`src/rtl/tlbinv_pkg.sv`:
```
package tlbinv_pkg;

    localparam int OP_W       = 64;
    localparam int ASID_W     = 16;
    localparam int USER_BIT   = 48;
    localparam int BASE_W     = 37;
    localparam int NUM_W      = 5;
    localparam int SCALE_W    = 2;
    localparam int LVL_W      = 3;
    localparam int PAGE_FLD_W = 44;
    localparam int NUM_SCALES = 4;
    localparam logic [1:0] GRAN_4K = 2'd1;

    typedef enum logic [1:0] {
        K_PAGE  = 2'd0,
        K_RANGE = 2'd1,
        K_ASID  = 2'd2
    } cmd_kind_e;

    typedef enum logic [1:0] {
        S_IDLE = 2'd0,
        S_STEP = 2'd1,
        S_EMIT = 2'd2
    } seq_state_e;

    function automatic logic [OP_W-1:0] asid_word(input logic [ASID_W-1:0] id);
        return {id, {(OP_W-ASID_W){1'b0}}};
    endfunction

endpackage

```
`src/rtl/tlbinv_plan.sv`:
```
module tlbinv_plan
    import tlbinv_pkg::*;
#(
    parameter int CNT_W = 22
) (
    input  logic [3:0]         pn_low,
    input  logic [CNT_W-1:0]   left,
    input  logic [SCALE_W-1:0] scale,
    input  logic               rng_en,
    input  logic               aln_en,
    output logic               pick_single,
    output logic               range_hit,
    output logic [NUM_W-1:0]   num,
    output logic [CNT_W-1:0]   span
);

    logic [CNT_W-1:0] quo_s  [NUM_SCALES];
    logic [CNT_W-1:0] span_s [NUM_SCALES];

    for (genvar s = 0; s < NUM_SCALES; s++) begin : g_scale
        localparam int SH = 5 * s + 1;
        localparam logic [CNT_W-1:0] CAP = CNT_W'(32) << SH;
        logic [CNT_W-1:0] capped;
        assign capped    = (left > CAP) ? CAP : left;
        assign quo_s[s]  = capped >> SH;
        assign span_s[s] = quo_s[s] << SH;
    end

    always_comb begin
        pick_single = !rng_en || (left == CNT_W'(1)) || (aln_en && (pn_low != 4'd0));
        range_hit   = (quo_s[scale] != '0);
        num         = NUM_W'(quo_s[scale] - CNT_W'(1));
        span        = span_s[scale];
    end

endmodule

```
`src/rtl/tlbinv_opnd.sv`:
```
module tlbinv_opnd
    import tlbinv_pkg::*;
#(
    parameter int PN_W = 44
) (
    input  cmd_kind_e          kind,
    input  logic [PN_W-1:0]    pn,
    input  logic [ASID_W-1:0]  asid,
    input  logic [SCALE_W-1:0] scale,
    input  logic [NUM_W-1:0]   num,
    input  logic [LVL_W-1:0]   lvl,
    input  logic               aln_en,
    output logic [OP_W-1:0]    op
);

    logic [1:0]        lvl_fld;
    logic [BASE_W-1:0] base;

    always_comb begin
        lvl_fld = (lvl inside {3'd1, 3'd2, 3'd3}) ? lvl[1:0] : 2'd0;
        base    = aln_en ? pn[BASE_W+3:4] : pn[BASE_W-1:0];
        unique case (kind)
            K_PAGE:  op = {asid, 4'd0, pn[PAGE_FLD_W-1:0]};
            K_RANGE: op = {asid, GRAN_4K, scale, num, lvl_fld, base};
            default: op = asid_word(asid);
        endcase
    end

endmodule

```
`src/rtl/tlbinv_seq.sv`:
```
module tlbinv_seq
    import tlbinv_pkg::*;
#(
    parameter int PN_W         = 44,
    parameter int CNT_W        = 22,
    parameter int SINGLE_LIMIT = 512
) (
    input  logic              clk,
    input  logic              rst_n,
    input  logic              req_valid,
    output logic              req_ready,
    input  logic [PN_W-1:0]   req_pn,
    input  logic [CNT_W-1:0]  req_count,
    input  logic [15:0]       req_asid,
    input  logic [2:0]        req_level,
    input  logic              req_range_ok,
    input  logic              req_align64k,
    input  logic              req_user_dup,
    output logic              cmd_valid,
    input  logic              cmd_ready,
    output logic [1:0]        cmd_kind,
    output logic [63:0]       cmd_op,
    output logic              done
);

    localparam logic [CNT_W-1:0] RANGE_LIMIT = CNT_W'(32) << 16;
    localparam logic [CNT_W-1:0] FLAT_LIMIT  = CNT_W'(SINGLE_LIMIT);
    localparam logic [OP_W-1:0]  USER_MASK   = OP_W'(1) << USER_BIT;

    typedef struct packed {
        seq_state_e         st;
        logic [PN_W-1:0]    pn;
        logic [CNT_W-1:0]   left;
        logic [SCALE_W-1:0] scale;
        logic [ASID_W-1:0]  asid;
        logic [LVL_W-1:0]   lvl;
        logic               rng;
        logic               aln;
        logic               dup;
        logic               last;
        logic               second;
        cmd_kind_e          kind;
        logic [OP_W-1:0]    op;
        logic               done;
    } seq_t;

    seq_t q, d;

    logic               pick_single;
    logic               range_hit;
    logic [NUM_W-1:0]   num;
    logic [CNT_W-1:0]   span;
    cmd_kind_e          step_kind;
    logic [OP_W-1:0]    step_op;

    tlbinv_plan #(.CNT_W(CNT_W)) u_plan (
        .pn_low      (q.pn[3:0]),
        .left        (q.left),
        .scale       (q.scale),
        .rng_en      (q.rng),
        .aln_en      (q.aln),
        .pick_single (pick_single),
        .range_hit   (range_hit),
        .num         (num),
        .span        (span)
    );

    always_comb step_kind = pick_single ? K_PAGE : K_RANGE;

    tlbinv_opnd #(.PN_W(PN_W)) u_opnd (
        .kind   (step_kind),
        .pn     (q.pn),
        .asid   (q.asid),
        .scale  (q.scale),
        .num    (num),
        .lvl    (q.lvl),
        .aln_en (q.aln),
        .op     (step_op)
    );

    always_comb begin
        d      = q;
        d.done = 1'b0;
        unique case (q.st)
            S_IDLE: begin
                if (req_valid) begin
                    d.pn     = req_pn;
                    d.left   = req_count;
                    d.asid   = req_asid;
                    d.lvl    = req_level;
                    d.rng    = req_range_ok;
                    d.aln    = req_align64k;
                    d.dup    = req_user_dup;
                    d.scale  = SCALE_W'(NUM_SCALES - 1);
                    d.second = 1'b0;
                    d.last   = 1'b0;
                    if (req_count == '0) begin
                        d.done = 1'b1;
                    end else if ((req_count >= RANGE_LIMIT) ||
                                 (!req_range_ok && (req_count >= FLAT_LIMIT))) begin
                        d.kind = K_ASID;
                        d.op   = asid_word(req_asid);
                        d.last = 1'b1;
                        d.st   = S_EMIT;
                    end else begin
                        d.st = S_STEP;
                    end
                end
            end
            S_STEP: begin
                if (q.left == '0) begin
                    d.st   = S_IDLE;
                    d.done = 1'b1;
                end else if (pick_single) begin
                    d.kind = K_PAGE;
                    d.op   = step_op;
                    d.pn   = q.pn + PN_W'(1);
                    d.left = q.left - CNT_W'(1);
                    d.last = (q.left == CNT_W'(1));
                    d.st   = S_EMIT;
                end else begin
                    d.scale = q.scale - SCALE_W'(1);
                    if (range_hit) begin
                        d.kind = K_RANGE;
                        d.op   = step_op;
                        d.pn   = q.pn + PN_W'(span);
                        d.left = q.left - span;
                        d.last = (q.left == span);
                        d.st   = S_EMIT;
                    end
                end
            end
            S_EMIT: begin
                if (cmd_ready) begin
                    if (q.dup && !q.second) begin
                        d.second = 1'b1;
                        d.op     = q.op | USER_MASK;
                    end else begin
                        d.second = 1'b0;
                        if (q.last) begin
                            d.st   = S_IDLE;
                            d.done = 1'b1;
                        end else begin
                            d.st = S_STEP;
                        end
                    end
                end
            end
            default: d.st = S_IDLE;
        endcase
    end

    always_ff @(posedge clk or negedge rst_n) begin
        if (!rst_n) q <= '0;
        else        q <= d;
    end

    always_comb begin
        req_ready = (q.st == S_IDLE);
        cmd_valid = (q.st == S_EMIT);
        cmd_kind  = q.kind;
        cmd_op    = q.op;
        done      = q.done;
    end

endmodule

```
`config.mk`:
```
export PLATFORM = sky130hd
export DESIGN_NAME = tlbinv_seq
export DESIGN_NICKNAME = d
export VERILOG_FILES = /design/src/rtl/tlbinv_pkg.sv /design/src/rtl/tlbinv_plan.sv /design/src/rtl/tlbinv_opnd.sv /design/src/rtl/tlbinv_seq.sv
export SDC_FILE = /design/constraint.sdc
export NUM_CORES = 1
export LEC_CHECK = 0
export BUFFER_PORTS_ARGS = -buffer_cell sky130_fd_sc_hd__buf_2
export CAP_MARGIN = 25
export CORE_ASPECT_RATIO = 1.2
export CORE_UTILIZATION = 55
export DETAILED_ROUTE_END_ITERATION = 10
export GPL_TIMING_DRIVEN = 0
export MAX_ROUTING_LAYER = met4
export PLACE_DENSITY_LB_ADDON = 0.12
export SETUP_SLACK_MARGIN = 0.15
export SLEW_MARGIN = 20
export SYNTH_ARGS = -nofsm -noshare
export SYNTH_HDL_FRONTEND = slang
export SYNTH_SLANG_ARGS = --single-unit
export TNS_END_PERCENT = 10
```
`constraint.sdc`:
```
create_clock -name clk -period 7.9 [get_ports clk]
set_input_delay 0.79 -clock clk [delete_from_list [all_inputs] [get_ports clk]]
set_output_delay 0.79 -clock clk [all_outputs]
set_load 0.01 [all_outputs]
```
---- Word-level counts from Yosys, hierarchy flattened ----
Index checks and enable logic that the tools add are counted.
word-level totals
  logic and storage cells ................. 124
  register bits after elaboration ......... 161
  output and inout bits ................... 69
cells by class
  magnitude comparators ................... 7
  $add $sub $neg .......................... 6
  eq/ne operators ......................... 18
  muxes and demuxes ....................... 49
  reduce and logical (&&, ||, !) cells .... 27
  bitwise logic cells ..................... 2
operators by type and width
  operator                                                                           count
  66-bit 2-to-1 mux                                                                  5
  68-bit 2-to-1 mux                                                                  3
  65-bit one-hot mux with 3 select lines                                             1
  22-bit 2-to-1 mux                                                                  8
  161-bit 2-to-1 mux                                                                 1
  68-bit one-hot mux with 2 select lines                                             1
  47-bit one-hot mux with 2 select lines                                             1
  22-bit binary-select mux with 2-bit select                                         2
  50-bit 2-to-1 mux                                                                  1
  49-bit 2-to-1 mux                                                                  1
  44-bit by 1-bit adder with 44-bit output, second input constant                    1
  44-bit by 22-bit adder with 44-bit output                                          1
  22-bit logical NOT                                                                 2
  37-bit 2-to-1 mux                                                                  1
  22-bit by 1-bit == test with 1-bit output, second input constant                   1
  22-bit == test                                                                     1
  22-bit by 10-bit >= comparator with 1-bit output, second input constant            1
  22-bit >= comparator, second input constant                                        1
  22-bit by 12-bit greater-than comparator with 1-bit output, second input constant  1
  22-bit by 17-bit greater-than comparator with 1-bit output, second input constant  1
  22-bit greater-than comparator, second input constant                              1
  22-bit by 7-bit greater-than comparator with 1-bit output, second input constant   1
  22-bit nonzero test                                                                1
  22-bit by 1-bit subtractor with 22-bit output, second input constant               1
  other kinds (34)                                                                   70

---- Logic depth before layout (Yosys ltp) ----
Gate-level depths: netlist (run 1).
  depth after elaboration ................. 11
  mapped depth ............................ 20

---- Modules after synthesis ----
Synthesis (run 1) repeated with hierarchy kept, for this count alone.
unflattened totals
  cell total of the unflattened synthesis .. 1591
  area total of the unflattened synthesis .. 12658.4 µm²
modules (own cells, without submodules)
  module       area each (µm²)  cells an instance  times used
  tlbinv_seq   10945.5          1353               1
  tlbinv_opnd  957.2            125                1
  tlbinv_plan  755.7            113                1

---- Worst setup path after synthesis (run 1) ----
Ideal clock, no wire load.
  path type ............................... register -> register
  start point ............................. reg q[100] (netlist bit)
  end point ............................... reg q[145] (netlist bit)
  cell stages (with the launch flop) ...... 21
  library setup time ...................... 0.121 ns
  path slack .............................. 3.050 ns
  buffers on the path ..................... 4
  clock period less this slack ............ 4.850 ns
  data arrival time ....................... 4.729 ns
  cell sequence ........................... dfrtp_1 buf_2 nor4_2 nand4_1 o21a_1 inv_1 clkbuf_1 clkbuf_1 buf_1 ha_1 inv_1 fa_1 nor2b_1 o31a_1 o31a_1 o21ai_0 o31ai_1 nand3_1 nor2_1 a21oi_1 o22a_1
between the ends
  longest elaborated chain between the ends .. 10
ends and longest elaborated chain
  item                                                                               line               RTL
  from (decl)                                                                        tlbinv_seq.sv:47   seq_t q, d;
  from (signal assigned)                                                             tlbinv_seq.sv:154  if (!rst_n) q <= '0;
  from (signal assigned)                                                             tlbinv_seq.sv:155  else q <= d;
  22-bit by 7-bit greater-than comparator with 1-bit output (tied with other cells)  tlbinv_plan.sv:24  assign capped = (left > CAP) ? CAP : left;
  22-bit 2-to-1 mux                                                                  tlbinv_plan.sv:24
  22-bit binary-select mux with 2-bit select                                         tlbinv_plan.sv:33  span = span_s[scale];
  22-bit 2-to-1 mux (not written as such) (2 in series)                              tlbinv_plan.sv:33
  44-bit by 22-bit adder with 44-bit output                                          tlbinv_seq.sv:126  d.pn = q.pn + PN_W'(span);
  68-bit 2-to-1 mux                                                                  tlbinv_seq.sv:123  if (range_hit) begin
  68-bit 2-to-1 mux                                                                  tlbinv_seq.sv:114  end else if (pick_single) begin
  68-bit 2-to-1 mux                                                                  tlbinv_seq.sv:111  if (q.left == '0) begin
  68-bit one-hot mux with 2 select lines                                             tlbinv_seq.sv:84   unique case (q.st)
Several ways; a longest one is shown, not always the timed one. The select of a mux whose other input is x is not followed.
A chain may end at the register's enable or synchronous reset.

---- Worst setup path after layout (run 1) ----
  start point ............................. reg q[105] (netlist bit)
  end point ............................... reg q[157] (netlist bit)
The elaborated chain is that of the path after synthesis.

==> summary.txt, run 1 <==
Chip width: 136 um
Worst R2R Path Depth: 20
Vias/cell: 6.32
Crit-path cells: clkbuf_1 -> nor3_1 -> nand4_1 -> o21a_1 -> inv_1 -> clkbuf_1 -> clkbuf_1 -> buf_1 -> ha_1 -> inv_1 -> fa_1 -> nor2b_1 -> o31a_1 -> o31a_1 -> o21ai_0 -> o31ai_1 -> nand2_1 -> o21ai_0 -> nand2_1 -> o2bb2ai_1
CTS root buf: clkbuf_16
CTS Buf Count: 17
Initial core utilization: 56.4%
Post-synthesis cell count: 1446
Count of pins over their slew limit: 0
Crit-path most repeated cell: clkbuf_1
Setup_tns: 0 ns
CTS tree: built
Max incr delay on CP: 0.96 ns
Number of flops mapped to enable cells by yosys: 0
Initial antenna violation count: 0
Worst-Skew Late Latency: 0.45 ns
Most common cell after layout, fill and taps aside: nand2_1
R2R Setup Slk: 0.77 ns
Core area: 21000 sq um
Fillers: 1907
Wirelength, routed: 42.9 mm
Max IR drop VDD: 0.254 mV
Power Density: 410 nW/um^2
Syn nets: 1587
DP HPWL: 31.6 mm
RSZ-0062 raised after global routing: false
Setup-failing EPs final: 0
Setup Buffers After CTS: 0
Crit Path Category: register to register
Max frequency: 140 MHz
# diodes: 0
Worst r2r dst: q[157]
Post-cts sizing count: 0
Share of cells above drive strength 1: 20.5%
Buf+Inv Stages, Crit Path: 6
First-pass GRT wire length: 65.0 mm
Vias: 12.0k
Post-synthesis register bit count: 160
Row count: 58
Nets: 1765
Number of I/O pins: 161
Routability-driven placement congestion ratio: 1.04
Worst path required time: 8.19 ns
CTS Sinks: 160
Pre-Repair DR Iteration Count: 5
Run status: finished clean
Htree depth: 4
Clock Skews: 0.0229 ns
Minimum clock period: 7.13 ns
Slowest cell on crit path: o31ai_1
DR WL/cell: 22.5 um
DIE AREA: 22200 sq um
Remaining DRCs: 0
Syn avg cell area: 8.21 sq um
Worst hold path class: input pin to asynchronous set/reset pin
Ys Warns: 0
Rel. slew slack: 25.5%
Worst Setup Start Kind: register
Placed Cells: 1875
Clk slew on worst S/H paths: 0.08 ns
DR iter-0 viols: 1250
GR Overflow Total: 0
Final std cells w/o fill: 1907
Cell depth of the worst setup path: 20
CP top delay family: compound AO/OA/AOI/OAI gates
Synth Flop Type: dfrtp_1
Yosys cell types: 77
DIE HEIGHT: 163 um
Worst Tran Pin Value: 1.11 ns
CP Capture Type: register
Clock Tree Buf Depth: 2
Commonest non-fill, non-tap cells in the layout: nand2_1 (226), buf_2 (170), dfrtp_1 (160), nor2_1 (121), a21oi_1 (119)
Sequential share of the synthesized area: 33.7%
Post-CTS Hold Buffers: 0
Port Buffers: 158
Layout area overhead: 14.6%
R2r startpoint: q[105]
Post-route ant nets: 0
Crit Path Max Fanout: 10
Total Routing Usage GR: 40.5%
WP data arrival: 7.42 ns
Max-Cap Viols: 0
Post-route clock period utilization: 90.3%
Asr flop ratio synth: 100%
Final Hold Fails: 0
Post-synthesis cell area: 11900 sq um
Largest net degree at the start of global routing: 97
Leak pwr: 6.27 nW
Vias in the first global route: 11.5k
==> worst max path at each step <==
stage,startpoint,endpoint,slack [ns]
final,q[105],q[157],0.77
after global routing,q[105],q[157],0.43
after CTS,q[106],q[157],1.15
after detailed placement,q[105],q[145],1.21
after global placement,q[106],q[145],1.19
after floorplan,q[100],q[145],3.05
==> metal layers <==
layer | up-vias | share of wire [%] | track usage [%]
met1 | 5737 | 39 | 49.6
met3 | 145 | 8.7 | 7.47
met2 | 653 | 46 | 63.2
met4 | 0 | 5.3 | 21.5
met5 | - | 0 | -
li1 | 5513 | - | -
==> final cells by class <==
cell class / count / area [sq um] / area share (%)
Timing Repair Buffer: 159 / 828 / 6.09
Clock inverter: 13 / 121 / 0.892
Sequential cell: 160 / 4000 / 29.4
Buffer: 168 / 940 / 6.91
Clock buffer: 19 / 443 / 3.25
Multi-Input combinational cell: 1091 / 6830 / 50.2
Tap cell: 270 / 338 / 2.48
Inverter: 27 / 101 / 0.745
==> stage by stage <==
step / area [sq um] / hold slack [ns] / worst slack (ns) / power (W) / util (%)
6_report: 13600 / 0.292 / 0.768 / 0.00558 / 64.7
3_5_place_dp: 13000 / 0.463 / 1.21 / 0.00466 / 62.0
3_3_place_gp: 13000 / 0.456 / 1.19 / 0.00460 / 61.8
4_1_cts: 13600 / 0.315 / 1.15 / 0.00549 / 64.7
5_1_grt: 13600 / 0.324 / 0.428 / 0.00591 / 64.7
2_1_floorplan: 11900 / 0.438 / 3.05 / 0.00366 / -
==> logic make-up after synthesis <==
family	synth area share (%)
buffers and inverters	8.76
adders and majority gates	5.29
and+or+nand+nor	20.0
muxes	2.37
other	0.0316
xor gates and xnor gates	2.95
DFF	33.7
AOI/OAI and AO/OA	26.9
==> Yosys cell counts, drive strengths merged, types with 4 or more instances <==
cell type | count | share of area, %
a211oi | 19 | 1.2
a21o | 19 | 1.2
a21oi | 119 | 5.0
a221oi | 11 | 0.81
a22o | 8 | 0.59
a22oi | 22 | 1.4
a31oi | 27 | 1.4
and2 | 10 | 0.53
and3 | 21 | 1.1
buf | 91 | 5.5
clkbuf | 77 | 2.4
dfrtp | 160 | 34
ha | 47 | 5.0
inv | 27 | 0.85
mux2i | 27 | 2.3
nand2 | 226 | 7.1
nand2b | 9 | 0.47
nand3 | 47 | 2.0
nand3b | 4 | 0.25
nand4 | 13 | 0.68
nor2 | 121 | 3.8
nor2b | 13 | 0.68
nor3 | 21 | 0.93
nor3b | 8 | 0.51
nor4 | 14 | 0.97
o211ai | 5 | 0.32
o21a | 17 | 1.1
o21ai | 83 | 3.5
o21bai | 6 | 0.38
o22a | 5 | 0.37
o22ai | 4 | 0.26
o31a | 6 | 0.44
o31ai | 67 | 6.0
or2 | 4 | 0.21
or3 | 8 | 0.42
or4 | 4 | 0.28
xnor2 | 25 | 1.8
xor2 | 15 | 1.1
==> power breakdown <==
group | internal (W) | switching (W) | total, W
Combinational | 0.00119 | 0.00206 | 0.00325
Clock | 0.000424 | 0.000408 | 0.000831
Sequential | 0.00115 | 0.000350 | 0.00150
==> registers in the layout, summed over array words and instances (netlist names) <==
register and cells:
cmd_kind 2, done 1, cmd_op 63, q 94
No activity file was read; power rests on OpenSTA's default activity.
==> run 2: changes to the inputs <==
--- a/config.mk
+++ b/config.mk
@@ -5,9 +5,10 @@
 export SDC_FILE = /design/constraint.sdc
 export NUM_CORES = 1
 export LEC_CHECK = 0
-export BUFFER_PORTS_ARGS = -buffer_cell sky130_fd_sc_hd__buf_2
+export BUFFER_PORTS_ARGS = -buffer_cell sky130_fd_sc_hd__clkbuf_2
 export CAP_MARGIN = 25
 export CORE_ASPECT_RATIO = 1.2
+export CORE_MARGIN = 3
 export CORE_UTILIZATION = 55
 export DETAILED_ROUTE_END_ITERATION = 10
 export GPL_TIMING_DRIVEN = 0
==> run 2 against run 1 <==
Against the previous run: final cell count grew 0.10%; combinational power is essentially flat; sequential share of layout area shrank 0.065 points; highest routed layer unchanged; maximum frequency grew 8.2%; critical path depth grew 1; die area grew 5.5%; worst hold slack lost 0.14 ns; sequential power is essentially flat; worst setup slack gained 0.54 ns; register-to-register slack gained 0.54 ns; wire length grew 0.23%; sequential cell count is the same.
==> summary.txt, run 2 (same netlist as run 1, synthesis figures left out) <==
Run status: finished clean
Worst path required time: 8.22 ns
Vias in the first global route: 11.6k
DIE HEIGHT: 167 um
Crit Path Max Fanout: 10
Clock Tree Buf Depth: 2
DR WL/cell: 22.5 um
CP top delay family: buffers and inverters
Slowest cell on crit path: clkbuf_1
Htree depth: 4
Worst Tran Pin Value: 0.991 ns
Setup-failing EPs final: 0
CTS root buf: clkbuf_16
GR Overflow Total: 0
Post-route ant nets: 0
First-pass GRT wire length: 65.9 mm
Layout area overhead: 14.8%
Worst hold path class: input pin to asynchronous set/reset pin
Core area: 21100 sq um
Post-cts sizing count: 0
Max frequency: 152 MHz
Post-route clock period utilization: 83.4%
Power Density: 408 nW/um^2
Max IR drop VDD: 0.255 mV
Max incr delay on CP: 0.63 ns
Worst Setup Start Kind: register
RSZ-0062 raised after global routing: false
Crit-path most repeated cell: clkbuf_1
Row count: 58
Setup Buffers After CTS: 0
DP HPWL: 31.8 mm
Wirelength, routed: 43.0 mm
Placed Cells: 1876
Largest register FFs: 94
Clk slew on worst S/H paths: 0.08 ns
CTS Buf Count: 17
Port Buffers: 158
Initial antenna violation count: 0
WP data arrival: 6.91 ns
Number of I/O pins: 161
Clock Skews: 0.0132 ns
Vias: 12.0k
Buf+Inv Stages, Crit Path: 7
# diodes: 0
CTS Sinks: 160
Crit Path Category: register to register
Post-CTS Hold Buffers: 0
DR iter-0 viols: 1309
Rel. slew slack: 33.9%
Final std cells w/o fill: 1909
Commonest non-fill, non-tap cells in the layout: nand2_1 (226), dfrtp_1 (160), clkbuf_2 (158), nor2_1 (121), a21oi_1 (119)
Minimum clock period: 6.59 ns
Crit-path cells: clkbuf_1 -> nor4_2 -> nand4_1 -> o21a_1 -> inv_1 -> clkbuf_1 -> clkbuf_1 -> buf_1 -> ha_1 -> inv_1 -> fa_1 -> nor2b_1 -> o31a_1 -> o31a_1 -> o21ai_0 -> o31ai_1 -> clkbuf_2 -> nand3_1 -> nor2_1 -> a21oi_1 -> o22a_1
Routability-driven placement congestion ratio: 1.06
CTS tree: built
Pre-Repair DR Iteration Count: 6
Max-Cap Viols: 0
Most flops, register: q
Initial core utilization: 56.2%
Leak pwr: 6.24 nW
Chip width: 140 um
Worst-Skew Late Latency: 0.45 ns
Setup_tns: 0 ns
Nets: 1767
Total Routing Usage GR: 37.2%
Largest net degree at the start of global routing: 83
Final Hold Fails: 0
Share of cells above drive strength 1: 20.6%
Vias/cell: 6.29
Most common cell after layout, fill and taps aside: nand2_1
CP Capture Type: register
Count of pins over their slew limit: 0
Remaining DRCs: 0
DIE AREA: 23400 sq um
-- run 2: final timing paths --
| path | from | endpoint | slack, ns | cells after the start |
|---|---|---|---|---|
| worst max-delay path | q[101] | q[145] | 1.31 | 21 |
| worst max register to register | q[101] | q[145] | 1.31 | 21 |
| worst min-delay path | rst_n | cmd_op[28] | 0.15 | 1 |
| max in group asynchronous | rst_n | q[97] | 7.12 | 2 |
| worst min register to register | q[75] | q[75] | 0.48 | 2 |
| min in group clk | q[75] | q[75] | 0.48 | 2 |
-- run 2: report_power, final --
part	switching, W	internal (W)
Clock	0.000405	0.000425
Combinational	0.00205	0.00119
Sequential	0.000351	0.00115
Total	0.00281	0.00276
-- run 2: through the flow --
stage	utilization (%)	instance area (sq um)	hold slack [ns]	setup WS, ns	total power [W]
CTS	64.6	13600	0.143	1.14	0.00549
floorplan	-	11900	0.438	3.05	0.00366
detailed placement	61.9	13100	0.463	1.20	0.00466
global route	64.6	13600	0.136	1.01	0.00592
global placement	61.6	13000	0.457	1.28	0.00461
finish	64.6	13600	0.150	1.31	0.00557
-- run 2: cell type report --
cell class,count,area [sq um]
buffer,168,940
fill,1901,7480
sequential,160,4000
multi-input combinational,1091,6830
tap,270,338
inverter,27,101
timing repair buffer,161,860
clock inverter,13,120
clock buffer,19,443
-- run 2: routing by layer --
| metal | global-route usage [%] | wire length [um] | vias to the layer above |
|---|---|---|---|
| met3 | 5.54 | 3620 | 156 |
| met4 | 17.8 | 2290 | 0 |
| li1 | - | - | 5507 |
| met1 | 47.8 | 17200 | 5688 |
| met2 | 57.6 | 19800 | 653 |
| met5 | - | 0 | - |
==> run 3: changes to the inputs <==
==> constraint.sdc (replaced) <==
create_clock -name clk -period 6.15 [get_ports clk]
set_input_delay 0.615 -clock clk [delete_from_list [all_inputs] [get_ports clk]]
set_output_delay 0.615 -clock clk [all_outputs]
set_load 0.01 [all_outputs]
==> run 3 against run 2 <==
Against the previous run: combinational power up 29%; count of clock-buffer cells in the layout did not move; final cell count is 0.10% higher; first-iteration DRC count shrank 0.69%.
==> summary.txt, run 3 (same netlist as run 1, synthesis figures left out) <==
WP data arrival: 6.05 ns
Share of cells above drive strength 1: 20.9%
Sw Share: 50.3%
Combinational Power Share: 58.2%
Worst path required time: 6.47 ns
Most common cell after layout, fill and taps aside: nand2_1
Slack of the critical path: 0.419 ns
Rel. slew slack: 33.1%
Worst Setup Start Kind: register
CTS tree: built
DIE HEIGHT: 167 um
Final std cells w/o fill: 1911
Placed Cells: 1876
Commonest non-fill, non-tap cells in the layout: nand2_1 (226), clkbuf_2 (161), dfrtp_1 (160), nor2_1 (121), a21oi_1 (119)
First-pass GRT wire length: 65.9 mm
Initial antenna violation count: 0
Worst-Skew Late Latency: 0.44 ns
Setup-failing EPs final: 0
Final Hold Fails: 0
Power Density: 523 nW/um^2
Vias: 12.0k
CTS Buf Count: 17
Post-route ant nets: 0
Port Buffers: 158
Nets: 1769
DR WL/cell: 22.5 um
Post-route clock period utilization: 93.2%
Minimum clock period: 5.73 ns
Row count: 58
Number of I/O pins: 161
Layout area overhead: 15.1%
Leak pwr: 6.27 nW
Total Routing Usage GR: 37.2%
DR iter-0 viols: 1300
NetSw: 0.00360 W
Clock Tree Buf Depth: 2
Worst Tran Pin Value: 1.00 ns
Crit Path Category: register to register
DIE AREA: 23400 sq um
Largest net degree at the start of global routing: 83
Most flops, register: q
Clk slew on worst S/H paths: 0.07 ns
# diodes: 0
Wirelength, routed: 42.9 mm
Tot Pwr: 0.00715 W
GR Overflow Total: 0
Vias/cell: 6.26
CTS Sinks: 160
CTS root buf: clkbuf_16
Worst hold path class: input pin to register
Dpl ws: -0.546 ns
DP HPWL: 31.8 mm
Remaining DRCs: 0
Max frequency: 174 MHz
Max-Cap Viols: 0
Routability-driven placement congestion ratio: 1.06
RSZ-0062 raised after global routing: false
Chip width: 140 um
Pre-Repair DR Iteration Count: 6
Initial core utilization: 56.2%
Count of pins over their slew limit: 0
CP Capture Type: register
Core area: 21100 sq um
Pint: 0.00355 W
Vias in the first global route: 11.6k
Sequential share of power: 26.9%
Crit Path Max Fanout: 10
Htree depth: 4
Max IR drop VDD: 0.330 mV
Run status: finished clean
Clock power share: 14.9%
Clock Skews: 0.0118 ns
Largest register FFs: 94
==> run 3: changes by cell type in the layout (fill, tap and decap cells not counted), sizes merged <==
cell / delta
buf: +2
clkbuf: -1
dlygate4sd3: +1
==> run 3: power by group through the flow <==
stage               sequential, W  clock (W)  combinational (W)
detailed placement        0.00192          0            0.00407
floorplan                 0.00176          0            0.00295
finish                    0.00192    0.00106            0.00417
CTS                       0.00191    0.00107            0.00409
global placement          0.00192          0            0.00400
global route              0.00197    0.00111            0.00453
==> run 3: what timing repair did <==
| item | in CTS | in global routing |
|---|---|---|
| setup endpoints to repair | 13 | 21 |
| pin swaps | 0 | 1 |
| setup buffers | 0 | 2 |
| gates resized for setup | 4 | 4 |
| endpoints found under the hold margin | 1 | 0 |
| hold buffers | 1 | 0 |
==> run 3: through the flow <==
stage	instance area, sq um	hold WS (ns)	setup TNS [ns]	utilization, %
floorplan	11900	0.319	0	-
global placement	13000	0.457	-3.57	61.6
detailed placement	13100	0.435	-4.32	61.9
CTS	13700	0.374	0	64.7
global route	13700	0.389	0	64.8
finish	13700	0.377	0	64.8
==> run 3: layer usage <==
layer | global-route usage, % | routed length [um] | vias to the layer above
met1 | 47.7 | 17300 | 5671
met3 | 5.57 | 3470 | 146
met2 | 57.7 | 19900 | 639
met4 | 17.9 | 2260 | 0
met5 | - | 0 | -
li1 | - | - | 5500
==> run 3: area by class of cell <==
class / instances / area, sq um
timing repair buffer: 163 / 880
fill: 1887 / 7440
clock inverter: 13 / 120
sequential: 160 / 4000
clock buffer: 19 / 443
inverter: 27 / 101
buffer: 168 / 945
tap: 270 / 338
multi-input combinational: 1091 / 6850
==> run 3: worst max-delay path, cell delays in order (launching register included) <==
cell and delay (ns):
dfrtp_1 0.39, clkbuf_1 0.24, nor4_2 0.64, nand4_1 0.20, o21a_1 0.24, inv_1 0.12
clkbuf_2 0.32, clkbuf_2 0.39, clkbuf_2 0.30, ha_1 0.25, inv_1 0.07, fa_1 0.37
nor2b_1 0.22, o31a_1 0.19, o31a_1 0.19, o21ai_0 0.23, o31ai_4 0.46, nand3_1 0.27
nor2_1 0.23, a21oi_1 0.09, o22a_1 0.20
==> run 3: worst paths after layout <==
kind | startpoint | to | slack, ns | depth (start not counted)
setup / recovery | q[112] | q[145] | 0.42 | 20
hold / removal | req_level[0] | q[72] | 0.38 | 3
setup reg to reg | q[112] | q[145] | 0.42 | 20
hold reg to reg | q[83] | q[83] | 0.48 | 2
max in group asynchronous | rst_n | q[97] | 4.97 | 3
min in group asynchronous | rst_n | cmd_op[28] | 0.56 | 2
